--- src/rtl/coef_if_pkg.sv ---
package coef_if_pkg;
  parameter int unsigned CIF_COEF_W = 12;
  parameter int unsigned CIF_ADDR_W = 8;
  parameter int unsigned CIF_DEPTH  = 16;

  // Per-edge write request passed from the top to the bank.
  typedef struct packed {
    logic                  fire;
    logic [CIF_ADDR_W-1:0] addr;
    logic [CIF_COEF_W-1:0] data;
  } cif_wreq_t;
endpackage

--- src/rtl/cif_strobe_arm.sv ---
module cif_strobe_arm (
  input  logic clk,
  input  logic rst_n,
  input  logic load_n,
  output logic wr_fire
);
  logic prev_hi_q;   // load strobe was sampled high at the last edge
  logic armed_q;     // inside an armed burst

  // A write happens when the strobe is low and a high was seen first.
  assign wr_fire = !load_n && (armed_q || prev_hi_q);

  always_ff @(posedge clk or negedge rst_n) begin
    if (!rst_n) begin
      prev_hi_q <= 1'b0;
      armed_q   <= 1'b0;
    end else begin
      prev_hi_q <= load_n;
      armed_q   <= wr_fire;
    end
  end

  // a high strobe always drops the burst
  a_r6_high_disarms: assert property (@(posedge clk) disable iff (!rst_n)
    load_n |=> !armed_q);
  // a falling edge arms the burst
  a_r4_fall_arms: assert property (@(posedge clk) disable iff (!rst_n)
    (prev_hi_q && !load_n) |=> armed_q);
endmodule

--- src/rtl/cif_addr_reg.sv ---
module cif_addr_reg #(
  parameter int unsigned AW = 8
) (
  input  logic          clk,
  input  logic          rst_n,
  input  logic          addr_en_n,
  input  logic [AW-1:0] addr_in,
  output logic [AW-1:0] addr_q
);
  always_ff @(posedge clk or negedge rst_n) begin
    if (!rst_n)          addr_q <= '0;
    else if (!addr_en_n) addr_q <= addr_in;
  end

  // holds while the enable is high
  a_r2_addr_hold: assert property (@(posedge clk) disable iff (!rst_n)
    addr_en_n |=> $stable(addr_q));
endmodule

--- src/rtl/cif_bank.sv ---
module cif_bank
  import coef_if_pkg::*;
#(
  parameter int unsigned CW    = CIF_COEF_W,
  parameter int unsigned AW    = CIF_ADDR_W,
  parameter int unsigned DEPTH = CIF_DEPTH
) (
  input  logic          clk,
  input  logic          rst_n,
  input  logic          we,
  input  logic [AW-1:0] waddr,
  input  logic [CW-1:0] wdata,
  input  logic [AW-1:0] raddr,
  output logic [CW-1:0] rdata
);
  localparam int unsigned IDX_W = (DEPTH > 1) ? $clog2(DEPTH) : 1;

  logic [CW-1:0] mem [DEPTH];
  logic          rd_in_range;
  logic          wr_in_range;

  assign rd_in_range = 32'(raddr) < DEPTH;
  assign wr_in_range = 32'(waddr) < DEPTH;

  for (genvar i = 0; i < DEPTH; i++) begin : g_entry
    always_ff @(posedge clk or negedge rst_n) begin
      if (!rst_n)                           mem[i] <= '0;
      else if (we && waddr == AW'(i))       mem[i] <= wdata;
    end
  end

  // combinational read, zero outside the bank
  always_comb begin
    rdata = '0;
    if (rd_in_range) rdata = mem[raddr[IDX_W-1:0]];
  end

  // an in-range write is visible after the edge
  a_r4_write_lands: assert property (@(posedge clk) disable iff (!rst_n)
    (we && wr_in_range) |=> mem[$past(waddr[IDX_W-1:0])] == $past(wdata));
endmodule

--- src/rtl/coef_load_if.sv ---
module coef_load_if
  import coef_if_pkg::*;
#(
  parameter int unsigned COEF_W = CIF_COEF_W,
  parameter int unsigned ADDR_W = CIF_ADDR_W,
  parameter int unsigned DEPTH  = CIF_DEPTH
) (
  input  logic              clk,
  input  logic              rst_n,
  input  logic [COEF_W-1:0] coef_in,
  input  logic [ADDR_W-1:0] coef_addr_in,
  input  logic              load_n,
  input  logic              addr_en_n,
  input  logic [ADDR_W-1:0] rd_addr,
  output logic [COEF_W-1:0] rd_data
);
  logic              wr_fire;
  logic [ADDR_W-1:0] addr_q;

  cif_strobe_arm u_arm (
    .clk     (clk),
    .rst_n   (rst_n),
    .load_n  (load_n),
    .wr_fire (wr_fire)
  );

  cif_addr_reg #(.AW(ADDR_W)) u_addr (
    .clk       (clk),
    .rst_n     (rst_n),
    .addr_en_n (addr_en_n),
    .addr_in   (coef_addr_in),
    .addr_q    (addr_q)
  );

  cif_bank #(.CW(COEF_W), .AW(ADDR_W), .DEPTH(DEPTH)) u_bank (
    .clk   (clk),
    .rst_n (rst_n),
    .we    (wr_fire),
    .waddr (addr_q),
    .wdata (coef_in),
    .raddr (rd_addr),
    .rdata (rd_data)
  );

  // no write with the strobe high
  a_r6_no_write_high: assert property (@(posedge clk) disable iff (!rst_n)
    load_n |-> !wr_fire);
  // the first write of a burst follows a high sample
  a_r3_burst_needs_high: assert property (@(posedge clk) disable iff (!rst_n)
    (wr_fire && !$past(wr_fire)) |-> $past(load_n));
  // an armed burst keeps writing while the strobe stays low
  a_r5_burst_continues: assert property (@(posedge clk) disable iff (!rst_n)
    wr_fire |=> (load_n || wr_fire));
endmodule

--- config.mk ---
export PLATFORM = sky130hd
export DESIGN_NAME = coef_load_if
export DESIGN_NICKNAME = d
export VERILOG_FILES = /design/src/rtl/coef_if_pkg.sv /design/src/rtl/cif_strobe_arm.sv /design/src/rtl/cif_addr_reg.sv /design/src/rtl/cif_bank.sv /design/src/rtl/coef_load_if.sv
export SDC_FILE = /design/constraint.sdc
export NUM_CORES = 1
export LEC_CHECK = 0
export BUFFER_PORTS_ARGS = -buffer_cell sky130_fd_sc_hd__buf_2
export CAP_MARGIN = 20
export CORE_ASPECT_RATIO = 1.5
export CORE_MARGIN = 4
export CORE_UTILIZATION = 30
export CTS_CLUSTER_SIZE = 20
export DETAILED_ROUTE_END_ITERATION = 6
export HOLD_SLACK_MARGIN = 0.05
export PLACE_DENSITY = 0.51
export SLEW_MARGIN = 20
export SYNTH_ARGS = -nofsm -noshare
export SYNTH_HDL_FRONTEND = slang
export SYNTH_SLANG_ARGS = --single-unit
--- constraint.sdc ---
create_clock -name clk -period 3.05 [get_ports clk]
set_input_delay 0.7625 -clock clk [delete_from_list [all_inputs] [get_ports clk]]
set_output_delay 0.7625 -clock clk [all_outputs]
set_load 0.1 [all_outputs]
==> results.json <==
{
  "status": "finished with violations",
  "failed_checks": "setup timing",
  "drv.max_cap_violation_count": 0,
  "post-dp-hpwl_mm": 15.6,
  "final_cell_area_um2": 11200,
  "placed_cells": 1032,
  "grt_start_max_net_pins": 69,
  "cts_buffer_depth": 3,
  "die_height_um": 222,
  "row_count": 78,
  "clock_latency_ps": 500,
  "internal-power_mw": 4.97,
  "timing.slew.headroom": 0.583,
  "fin_setup_tns_ps": -20.4,
  "ctsRootBufferMaster": "sky130_fd_sc_hd__clkbuf_16",
  "area.growth.synth_to_final_pct": 22.0,
  "cpPeakStageDelay_ps": 520,
  "synth_xor_xnor_area_share": 0,
  "synthSimpleGateAreaFrac": 0.0329,
  "cp_num_cells": 6,
  "clk_sink_count": 202,
  "max-vdd-ir-drop_mv": 0.463,
  "met3_wirelength_mm": 1.05,
  "grt_setup_unrepaired": "yes",
  "netlist.top_cell.by_area": "sky130_fd_sc_hd__dfrtp_1",
  "place_worst_setup_slack_ps": -263,
  "synthMuxAreaShare": 0.363,
  "routedWlPerCell_um": 22.4,
  "dr_total_vias": 5414,
  "whs_ps": 209,
  "final.period_utilization": 1.01,
  "met1_length_mm": 10.0,
  "synth.yosys.warnings": 0,
  "timing.critical_path.max_delay_family": "compound AO/OA/AOI/OAI gates",
  "place_area_um2": 10100,
  "globalplace.congestion": 0.775,
  "initial_utilization": 0.303,
  "worstSetupStartpoint": "rd_addr[1]",
  "io_pins": 44,
  "die-width_um": 151,
  "endpoint": "rd_data[3]",
  "antenna_found_initial": 0,
  "timing.critical_path.required_ps": 2290,
  "crit-reg2reg-launch": "u_addr.addr_q[5]$_DFFE_PN0N_",
  "crit_path_top_delay_cell": "sky130_fd_sc_hd__nor2_2",
  "numCtsBuffers": 22,
  "bufs_and_invs_on_worst_path": 2,
  "postSynthAreaPerCell_um2": 15.2,
  "fin_skew_ps": 9.24,
  "cts.reportedPaths.clkPinSlew_ps": 50,
  "final_power_mw": 6.41,
  "ff2ff_setup_slack_ps": 1040,
  "timing_worst_slew_pin_value_ps": 624,
  "drive_gt1_frac": 0.560,
  "synth.distinct_cells": 27,
  "final_antenna_net_count": 0,
  "layout_common_cells": "202 x sky130_fd_sc_hd__mux2_2, 202 x sky130_fd_sc_hd__dfrtp_1, 37 x sky130_fd_sc_hd__mux4_2",
  "routed-wl-met2_mm": 12.5,
  "synth_enable_flop_cells": 0,
  "number_of_buffer_cells_added_on_primary_ports": 43,
  "drt-vias-per-instance": 5.03,
  "detail_route.first_pass.iterations": 4,
  "synth_top_family_by_area": "multiplexers",
  "first_global_vias": 6091,
  "yosys.area_share.adder": 0,
  "finalWorstPathRequiredPeriod_ps": 3070,
  "post_synth_inst_count": 604,
  "core_um2": 30300,
  "nNetsFinal": 694,
  "power.share.clock": 0.452,
  "timing.hold.worst.class": "input port to async pin",
  "critical_path_class": "input port to output pin",
  "timing.final.ws_setup_ps": -16.6,
  "final-max-slew-violation-count": 0,
  "post-synth-top-area-fraction": 0.551,
  "critPathMostFrequentCell": "sky130_fd_sc_hd__a22oi_1",
  "syn-cell-area_um2": 9180,
  "diodes_inserted": 0,
  "synth.yosys.seq_area_share": 0.551,
  "r2r_end": "u_bank.mem[103]$_DFFE_PN0P_",
  "power_leakage_nw": 5.29,
  "finalCoreUtilization": 0.370,
  "synthTopCellsByArea": "sky130_fd_sc_hd__dfrtp_1 55%, sky130_fd_sc_hd__mux2_2 25%, sky130_fd_sc_hd__mux4_2 9.1%, sky130_fd_sc_hd__mux2i_1 2.4%, sky130_fd_sc_hd__a22oi_1 1.8%",
  "setup_viol": 2,
  "yosys_most_used_dff": "sky130_fd_sc_hd__dfrtp_1",
  "worst_setup_path_end_kind": "output pin",
  "detail_route.wirelength_mm": 24.1,
  "detailedRoute.firstIterationViolations": 320,
  "startpoint_type": "input port",
  "power.sequential.fraction": 0.461,
  "maximum_level_of_the_cts_h_tree": 1,
  "switchingPower_mw": 1.44,
  "fmaxAchievable_mhz": 326,
  "powerDensity_nw_per_um2": 573,
  "critical_path_arrival_ps": 2300,
  "drt_drc_violations_left": 0,
  "power.switching_fraction": 0.225,
  "die-area_um2": 33500,
  "grt_overflow": 0,
  "r2r_cells": 5,
  "maxUsedRoutingLayer": "met4",
  "share_of_the_synthesized_area_in_compound_gates_ao_oa_aoi_oai": 0.0288,
  "synthArstFlopShare": 1.00,
  "yosys_register_bits": 202,
  "grt_util_all_layers": 0.145,
  "tritoncts": "built",
  "cell_breakdown_of_the_critical_path": "buf_2, nor2_2, a22oi_1, a22oi_1, o211ai_1, buf_6",
  "finalNonFillerCells": 1077,
  "syn-num-nets": 636,
  "grt_first_pass_wirelength_mm": 36.8,
  "worstPathMaxFanout": 11,
  "timing_hold_violations_final": 0,
  "power_share_of_the_combinational_group": 0.087
}
synthesized netlist by cell type, types with 3 or more instances:
cell type	instances
sky130_fd_sc_hd__a22oi_1	22
sky130_fd_sc_hd__buf_2	19
sky130_fd_sc_hd__buf_4	3
sky130_fd_sc_hd__clkbuf_1	25
sky130_fd_sc_hd__dfrtp_1	202
sky130_fd_sc_hd__inv_1	3
sky130_fd_sc_hd__mux2_2	202
sky130_fd_sc_hd__mux2i_1	22
sky130_fd_sc_hd__mux4_2	37
sky130_fd_sc_hd__nand2_1	19
sky130_fd_sc_hd__nand3_1	14
sky130_fd_sc_hd__nor2b_1	4
sky130_fd_sc_hd__nor4_1	3
sky130_fd_sc_hd__o211ai_1	11
state kept, by name, summed over array words and instances, names as in the netlist:
signal           count
u_arm.prev_hi_q      1
u_bank.mem         192
u_arm.armed_q        1
u_addr.addr_q        8
kinds of logic (layout without fill, tap and decap cells):
logic type / count (synthesis) / after routing
AO/OA/AOI/OAI: 35 / 35
AND/OR/NAND/NOR: 54 / 54
buffers and inverters: 52 / 125
multiplexers: 261 / 261
flip-flops: 202 / 202
final cells by class:
cell class	instances	area (µm²)
fill	2889	19100
tap	400	500
clock inverter	10	150
multi-input combinational	350	3990
timing repair buffer	83	850
clock buffer	29	648
inverter	3	11.3
sequential	202	5050
worst min-delay path by stage:
| stage | to | slack, ps | cells past startpoint |
|---|---|---|---|
| finish | u_arm.prev_hi_q$_DFF_PN0_ | 210 | 1 |
| global route | u_arm.prev_hi_q$_DFF_PN0_ | 230 | 1 |
| CTS | u_bank.mem[167]$_DFFE_PN0P_ | 210 | 1 |
| detailed placement | u_bank.mem[119]$_DFFE_PN0P_ | 490 | 1 |
| global placement | u_bank.mem[160]$_DFFE_PN0P_ | 480 | 1 |
| floorplan | u_addr.addr_q[0]$_DFFE_PN0N_ | 470 | 0 |
power groups by stage:
stage,sequential (mW),combinational [mW],clock (mW)
after detailed placement,3.00,0.544,0
after CTS,2.95,0.564,2.97
after global placement,2.98,0.523,0
after floorplan,2.97,0.356,0
after global routing,2.97,0.611,3.09
final,2.95,0.559,2.90
timing repair:
| item | 4_1_cts | 5_1_grt |
|---|---|---|
| gates resized for setup | 29 | 15 |
| endpoints found under the setup margin | 12 | 12 |
| pin swaps | 3 | 6 |
| buffers inserted | 2 | 1 |
| hold buffers | 0 | 0 |
| cloned | 1 | 2 |
metal layers:
layer / global-route usage / vias to the layer above
li1: - / 2366
met5: 0 / -
met2: 0.252 / 134
met3: 0.0186 / 30
met1: 0.189 / 2884
met4: 0.0375 / 0
(Power assumes the default switching activity.)
